## config.mk

```make
export PLATFORM = sky130hd
export DESIGN_NAME = pmon_top
export DESIGN_NICKNAME = d
export VERILOG_FILES = /design/src/rtl/pmon_pkg.sv /design/src/rtl/pmon_ctrl.sv /design/src/rtl/pmon_datapath.sv /design/src/rtl/pmon_top.sv
export SDC_FILE = /design/constraint.sdc
export NUM_CORES = 1
export LEC_CHECK = 0
export ABC_AREA = 0
export BUFFER_PORTS_ARGS = -buffer_cell sky130_fd_sc_hd__buf_2
export CAP_MARGIN = 20
export CELL_PAD_IN_SITES_DETAIL_PLACEMENT = 1
export CELL_PAD_IN_SITES_GLOBAL_PLACEMENT = 1
export CORE_MARGIN = 10
export CORE_UTILIZATION = 30
export CTS_CLUSTER_DIAMETER = 50
export DETAILED_ROUTE_END_ITERATION = 10
export GPL_TIMING_DRIVEN = 0
export PLACE_DENSITY_LB_ADDON = 0.1
export SLEW_MARGIN = 20
export SYNTH_ARGS = -nofsm -noshare
export SYNTH_HDL_FRONTEND = slang
export SYNTH_SLANG_ARGS = --single-unit
```

## constraint.sdc

```tcl
create_clock -name clk -period 5.55 [get_ports clk]
set_input_delay 0.555 -clock clk [delete_from_list [all_inputs] [get_ports clk]]
set_output_delay 0.555 -clock clk [all_outputs]
set_load 0.02 [all_outputs]
```

## src/rtl/pmon_pkg.sv

```systemverilog
package pmon_pkg;
  localparam int PM_ADDR_CTRL   = 0;
  localparam int PM_ADDR_EN     = 1;
  localparam int PM_ADDR_IE     = 2;
  localparam int PM_ADDR_OVF    = 3;
  localparam int PM_ADDR_CYC_LO = 4;
  localparam int PM_ADDR_CYC_HI = 5;
  localparam int PM_ADDR_AV_LO  = 6;
  localparam int PM_ADDR_AV_HI  = 7;
  localparam int PM_CNT_BASE    = 32;
  localparam int PM_SEL_BASE    = 64;
  localparam int PM_CYC_BIT     = 31;

  // Write strobes from the control block to the counter datapath
  typedef struct packed {
    logic        evtClr;
    logic        cycClr;
    logic        cntWr;
    logic [4:0]  cntIdx;
    logic        cycWrLo;
    logic        cycWrHi;
    logic [31:0] wrData;
  } pmonStrobe_t;
endpackage

```

## src/rtl/pmon_ctrl.sv

```systemverilog
module pmon_ctrl
  import pmon_pkg::*;
#(
  parameter int NUM_CNT = 4,
  parameter int EVT_BUS_W = 6,
  parameter int ADDR_W = 7,
  parameter logic [7:0] ID_CODE = 8'h5A,
  parameter logic [7:0] IMPL_CODE = 8'h41,
  parameter logic [63:0] AVAIL_MAP = 64'h0000_00F0_3E00_0801
) (
  input  logic                   clk,
  input  logic                   rstN,
  input  logic                   regWrEn,
  input  logic                   regRdEn,
  input  logic [ADDR_W-1:0]      regAddr,
  input  logic [31:0]            regWrData,
  output logic [31:0]            regRdData,
  input  logic [EVT_BUS_W-1:0]   eventBus,
  input  logic [NUM_CNT*32-1:0]  cntFlat,
  input  logic [63:0]            cycVal,
  input  logic [31:0]            wrapVec,
  output pmonStrobe_t            strobe,
  output logic [NUM_CNT-1:0]     evtTick,
  output logic                   cycTick,
  output logic [31:0]            ovfStatus,
  output logic                   globalEn,
  output logic                   irqOut
);
  localparam int SEL_W = (EVT_BUS_W > 1) ? $clog2(EVT_BUS_W) : 1;
  localparam int BUS_PAD = 1 << SEL_W;
  localparam logic [31:0] VALID_MASK = (32'(1) << PM_CYC_BIT) | ((32'(1) << NUM_CNT) - 32'(1));

  logic [31:0] enMask, ieMask;
  logic [SEL_W-1:0] selReg [NUM_CNT];
  logic [BUS_PAD-1:0] busPad;
  logic wrCtrl, rdOvf, inCntRange;
  logic [ADDR_W-1:0] cntOff;

  assign busPad = BUS_PAD'(eventBus);
  assign wrCtrl = regWrEn && (regAddr == ADDR_W'(PM_ADDR_CTRL));
  assign rdOvf  = regRdEn && (regAddr == ADDR_W'(PM_ADDR_OVF));
  assign cntOff = regAddr - ADDR_W'(PM_CNT_BASE);
  assign inCntRange = (regAddr >= ADDR_W'(PM_CNT_BASE)) &&
                      (regAddr < ADDR_W'(PM_CNT_BASE + NUM_CNT));

  always_comb begin
    strobe.evtClr  = wrCtrl && regWrData[1];
    strobe.cycClr  = wrCtrl && regWrData[2];
    strobe.cntWr   = regWrEn && inCntRange;
    strobe.cntIdx  = 5'(cntOff);
    strobe.cycWrLo = regWrEn && (regAddr == ADDR_W'(PM_ADDR_CYC_LO));
    strobe.cycWrHi = regWrEn && (regAddr == ADDR_W'(PM_ADDR_CYC_HI));
    strobe.wrData  = regWrData;
  end

  always_ff @(posedge clk or negedge rstN) begin
    if (!rstN) begin
      globalEn  <= 1'b0;
      enMask    <= '0;
      ieMask    <= '0;
      ovfStatus <= '0;
    end else begin
      if (wrCtrl) globalEn <= regWrData[0];
      if (regWrEn && regAddr == ADDR_W'(PM_ADDR_EN)) enMask <= regWrData & VALID_MASK;
      if (regWrEn && regAddr == ADDR_W'(PM_ADDR_IE)) ieMask <= regWrData & VALID_MASK;
      // a wrap landing in the clearing cycle survives the clear
      ovfStatus <= (rdOvf ? 32'd0 : ovfStatus) | wrapVec;
    end
  end

  genvar g;
  generate
    for (g = 0; g < NUM_CNT; g++) begin : gSel
      always_ff @(posedge clk or negedge rstN) begin
        if (!rstN) selReg[g] <= '0;
        else if (regWrEn && regAddr == ADDR_W'(PM_SEL_BASE + g)) selReg[g] <= regWrData[SEL_W-1:0];
      end
      assign evtTick[g] = globalEn && enMask[g] && (32'(selReg[g]) < EVT_BUS_W) && busPad[selReg[g]];
    end
  endgenerate

  assign cycTick = globalEn && enMask[PM_CYC_BIT];
  assign irqOut  = |(ovfStatus & ieMask);

  always_comb begin
    regRdData = '0;
    case (regAddr)
      ADDR_W'(PM_ADDR_CTRL):   regRdData = {IMPL_CODE, ID_CODE, 5'(NUM_CNT), 10'd0, globalEn};
      ADDR_W'(PM_ADDR_EN):     regRdData = enMask;
      ADDR_W'(PM_ADDR_IE):     regRdData = ieMask;
      ADDR_W'(PM_ADDR_OVF):    regRdData = ovfStatus;
      ADDR_W'(PM_ADDR_CYC_LO): regRdData = cycVal[31:0];
      ADDR_W'(PM_ADDR_CYC_HI): regRdData = cycVal[63:32];
      ADDR_W'(PM_ADDR_AV_LO):  regRdData = AVAIL_MAP[31:0];
      ADDR_W'(PM_ADDR_AV_HI):  regRdData = AVAIL_MAP[63:32];
      default: begin
        for (int i = 0; i < NUM_CNT; i++) begin
          if (regAddr == ADDR_W'(PM_CNT_BASE + i)) regRdData = cntFlat[i*32 +: 32];
          if (regAddr == ADDR_W'(PM_SEL_BASE + i)) regRdData = 32'(selReg[i]);
        end
      end
    endcase
  end
endmodule

```

## src/rtl/pmon_datapath.sv

```systemverilog
module pmon_datapath
  import pmon_pkg::*;
#(
  parameter int NUM_CNT = 4
) (
  input  logic                  clk,
  input  logic                  rstN,
  input  pmonStrobe_t           strobe,
  input  logic [NUM_CNT-1:0]    evtTick,
  input  logic                  cycTick,
  output logic [NUM_CNT*32-1:0] cntFlat,
  output logic [63:0]           cycVal,
  output logic [31:0]           wrapVec
);
  genvar g;
  generate
    for (g = 0; g < NUM_CNT; g++) begin : gEvt
      logic [31:0] cnt;
      logic hit;
      assign hit = strobe.cntWr && (strobe.cntIdx == 5'(g));
      always_ff @(posedge clk or negedge rstN) begin
        if (!rstN)              cnt <= '0;
        else if (strobe.evtClr) cnt <= '0;
        else if (hit)           cnt <= strobe.wrData;
        else if (evtTick[g])    cnt <= cnt + 32'd1;
      end
      assign cntFlat[g*32 +: 32] = cnt;
      assign wrapVec[g] = evtTick[g] && !strobe.evtClr && !hit && (cnt == 32'hFFFF_FFFF);
    end
    for (g = NUM_CNT; g < PM_CYC_BIT; g++) begin : gNone
      assign wrapVec[g] = 1'b0;
    end
  endgenerate

  always_ff @(posedge clk or negedge rstN) begin
    if (!rstN)               cycVal <= '0;
    else if (strobe.cycClr)  cycVal <= '0;
    else if (strobe.cycWrLo) cycVal[31:0] <= strobe.wrData;
    else if (strobe.cycWrHi) cycVal[63:32] <= strobe.wrData;
    else if (cycTick)        cycVal <= cycVal + 64'd1;
  end

  assign wrapVec[PM_CYC_BIT] = cycTick && !strobe.cycClr && !strobe.cycWrLo &&
                               !strobe.cycWrHi && (cycVal == 64'hFFFF_FFFF_FFFF_FFFF);
endmodule

```

## src/rtl/pmon_top.sv

```systemverilog
module pmon_top
  import pmon_pkg::*;
#(
  parameter int NUM_CNT = 4,
  parameter int EVT_BUS_W = 6,
  parameter int ADDR_W = 7,
  parameter logic [7:0] ID_CODE = 8'h5A,
  parameter logic [7:0] IMPL_CODE = 8'h41,
  parameter logic [63:0] AVAIL_MAP = 64'h0000_00F0_3E00_0801
) (
  input  logic                 clk,
  input  logic                 rstN,
  input  logic                 regWrEn,
  input  logic                 regRdEn,
  input  logic [ADDR_W-1:0]    regAddr,
  input  logic [31:0]          regWrData,
  output logic [31:0]          regRdData,
  input  logic [EVT_BUS_W-1:0] eventBus,
  output logic                 irqOut
);
  pmonStrobe_t strobe;
  logic [NUM_CNT-1:0] evtTick;
  logic cycTick;
  logic [NUM_CNT*32-1:0] cntFlat;
  logic [63:0] cycVal;
  logic [31:0] wrapVec;
  logic [31:0] ovfStatus;
  logic globalEn;

  pmon_ctrl #(
    .NUM_CNT(NUM_CNT), .EVT_BUS_W(EVT_BUS_W), .ADDR_W(ADDR_W),
    .ID_CODE(ID_CODE), .IMPL_CODE(IMPL_CODE), .AVAIL_MAP(AVAIL_MAP)
  ) uCtrl (
    .clk(clk), .rstN(rstN), .regWrEn(regWrEn), .regRdEn(regRdEn),
    .regAddr(regAddr), .regWrData(regWrData), .regRdData(regRdData),
    .eventBus(eventBus), .cntFlat(cntFlat), .cycVal(cycVal), .wrapVec(wrapVec),
    .strobe(strobe), .evtTick(evtTick), .cycTick(cycTick),
    .ovfStatus(ovfStatus), .globalEn(globalEn), .irqOut(irqOut)
  );

  pmon_datapath #(.NUM_CNT(NUM_CNT)) uData (
    .clk(clk), .rstN(rstN), .strobe(strobe), .evtTick(evtTick), .cycTick(cycTick),
    .cntFlat(cntFlat), .cycVal(cycVal), .wrapVec(wrapVec)
  );
endmodule

```

==> results.sh <==
export IMPL_grt_overflow=0
export IMPL_fmaxAchievable_mhz=234
export IMPL_crit_buf_inv=5
export IMPL_clk_pin_slew_worst_paths_ns=0.05
export IMPL_ir_worst_vdd_v=0.000217
export IMPL_die_h_um=242
export IMPL_ys_async_sr_fraction_pct=100
export IMPL_cts_tree="yes"
export IMPL_setup_viol=0
export IMPL_synth_edf_count=0
export IMPL_synth_top_area_cell="dfrtp_1"
export IMPL_firstDrtPassIters=9
export IMPL_worstMarginPinSlew_ns=1.20
export IMPL_port_buffers=77
export IMPL_wl_per_cell_um=33.0
export IMPL_gp_congestion=1.04
export IMPL_ant_nets=0
export IMPL_clock_path_buffers=3
export IMPL_grt_pass1_vias=16100
export IMPL_yosysMostFrequentCell="dfrtp_1"
export IMPL_critPathMaxFanout=10
export IMPL_maxSlewViolCount=0
export IMPL_drive_gt1_share_pct=13.4
export IMPL_synth_area_per_cell_sq_um=8.49
export IMPL_cts_setup_buffers=0
export IMPL_cts_buffers=47
export IMPL_nets=1923
export IMPL_ys_ff_latch=220
export IMPL_grt_busiest_layer="met2"
export IMPL_cts_root_buf="clkbuf_16"
export IMPL_synth_common_cells="dfrtp_1, o21ai_0, a21oi_1, nand2_1, nand3_1"
export IMPL_areaGrowthSynthToFinish_pct=20.5
export IMPL_drc=0
export IMPL_start_kind="primary input"
export IMPL_antenna_found_initial=5
export IMPL_tns_ns=0
export IMPL_hold_class="in -> reg"
export IMPL_clkSinkCount=220
export IMPL_htreeDepth=2
export IMPL_synthCells=1740
export IMPL_cts_resized_gates=0
export IMPL_syn_num_nets=1794
export IMPL_drt_vias_per_instance=6.31
export IMPL_hold_violations=0
export IMPL_synth_flop_cell="dfrtp_1"
export IMPL_drv_cap=0
export IMPL_place_hpwl_um=62600
export IMPL_ys_seq_area_share_pct=37.3
export IMPL_post_route_period_util_pct=76.9
export IMPL_num_antenna_cells=0
export IMPL_drt_initial_drc_count=1862
export IMPL_cp_end_kind="output port"
export IMPL_vias=16200
export IMPL_wl_um=85000
export IMPL_rsz0062_at_grt="no"
export IMPL_syn_area_sq_um=14800
export IMPL_clk_latency_ns=0.60
export IMPL_coreArea_sq_um=48800
export IMPL_power_density_nw_per_um2=332
export IMPL_yosys_cell_types_count=80
export IMPL_dieArea_sq_um=58500
export IMPL_fin_crit_ns=4.27
export IMPL_die_w_um=242
export IMPL_relSlewSlack_pct=19.4
export IMPL_path_class="in -> out"
export IMPL_synth_area_leaders="dfrtp_1, o21ai_0, a21oi_1"
export IMPL_met2_usage_pct=41.8
export IMPL_grtUsageMet1_pct=38.4
export IMPL_critical_path_required_ns=4.99
export IMPL_io_pins=82
export IMPL_synth_top_area_share_pct=37.3
export IMPL_start_util_pct=30.2
export IMPL_leakagePower_nw=6.81
export IMPL_crit_family="buffers and inverters"
export IMPL_cpPeakStageDelay_ns=0.49
export IMPL_crit_chain="buf_2 > clkbuf_1 > nor2_1 > nand2_1 > nor2_1 > clkbuf_1 > buf_1 > a22oi_1 > nand3_1 > buf_2"
export IMPL_cpMaxStageDelayCell="clkbuf_1"
export IMPL_arrival_ns=3.71
export IMPL_run_status="complete, no violations"
export IMPL_grt_max_degree=86
export IMPL_yosysWarnings=0
export IMPL_skew_ns=0.0264
export IMPL_row_count=81
export IMPL_track_usage_pct=28.0
export IMPL_grt_pass1_wl_um=121000
export IMPL_utilization_pct=36.5
export IMPL_met3_usage_pct=5.07
path summary, 6_finish.rpt:
kind | startpoint | end | slack, ns | depth (start not counted)
setup / recovery | regAddr[2] | regRdData[5] | 1.28 | 10
hold / removal | regWrData[0] | uData.gEvt[1].cnt[0] | 0.34 | 3
setup reg to reg | uData.cycVal[43] | uData.cycVal[54] | 2.64 | 6
hold reg to reg | uCtrl.ieMask[2] | uCtrl.ieMask[2] | 0.54 | 1
max in group asynchronous | rstN | uData.gEvt[0].cnt[27] | 4.00 | 3
min in group asynchronous | rstN | uData.cycVal[7] | 0.56 | 2
power by group:
group | total, mW | internal [mW] | switching [mW]
Sequential | 2.13 | 1.79 | 0.345
Clock | 3.16 | 2.07 | 1.09
Combinational | 0.621 | 0.242 | 0.378
Total | 5.91 | 4.10 | 1.81
worst min-delay path, stage by stage:
cell      delay [ns]
buf_2           0.17
nor2_1          0.12
a211oi_1        0.05
cells in the final DEF (no fill, tap or decap), types with 7 or more instances in the layout:
master,count
and3_1,33
buf_2,93
xnor2_1,70
and4_1,21
nor3_2,7
nor2_1,75
nor3_1,54
o22ai_1,14
a211oi_1,8
a22o_1,7
or4_1,7
or3_1,13
nand2b_1,14
inv_1,15
dfrtp_1,220
mux2_2,26
a21oi_1,154
a31oi_1,20
nand3b_1,8
bufinv_16,8
clkbuf_1,97
nand4_1,68
and2_1,11
nand3_1,103
o21ai_0,173
nor4_1,31
clkinv_4,7
clkbuf_16,49
a22oi_1,61
nor2b_1,10
a222oi_1,28
xor2_1,57
o21ai_1,12
o211ai_1,18
nand2_1,154
stage by stage:
stage          hold WS [ns]  power, mW  worst slack (ns)  cell area, sq um  cells
2_1_floorplan         0.259       2.35              2.47             14800   1740
3_3_place_gp          0.513       2.72            -0.689             16000   2481
3_5_place_dp          0.529       2.75              1.44             16100   2483
4_1_cts               0.317       5.94              1.44             17800   2571
5_1_grt               0.357       6.10              1.13             17800   2571
6_report              0.344       5.91              1.28             17800   2571
state kept, by name, summed over array words and instances (netlist names):
name / flops
uData.gEvt.cnt: 128
uData.cycVal: 64
uCtrl.selReg: 12
uCtrl.enMask: 5
uCtrl.ieMask: 5
uCtrl.ovfStatus: 5
uCtrl.globalEn: 1
repair_timing:
item / in CTS / in global routing
hold endpoints to repair: 4 / 0
setup endpoints to repair: 0 / 0
hold buffers: 1 / 0
area by class of cell:
class / instances / area [sq um]
tap: 664 / 831
sequential: 220 / 5510
clock buffer: 56 / 1310
multi-input combinational: 1380 / 8690
timing repair buffer: 80 / 460
buffer: 125 / 529
fill: 5798 / 31000
inverter: 15 / 56.3
clock inverter: 31 / 424
metal layers:
metal | share of wire, % | vias to the layer above
li1 | - | 6912
met1 | 44 | 8365
met2 | 43 | 785
met3 | 8.0 | 169
met4 | 5.1 | 0
met5 | 0 | -
kinds of logic (layout without fill, tap and decap cells):
| group | count (synthesis) | in the layout | synth area share (%) |
|---|---|---|---|
| simple gates | 650 | 650 | 24.0 |
| mux | 35 | 35 | 2.93 |
| buf+inv | 140 | 307 | 3.96 |
| flops | 220 | 220 | 37.3 |
| fa+ha+maj | 5 | 5 | 0.423 |
| compound gates | 563 | 563 | 23.9 |
| xor+xnor | 127 | 127 | 7.53 |
Power figures use the tool's default switching activity.
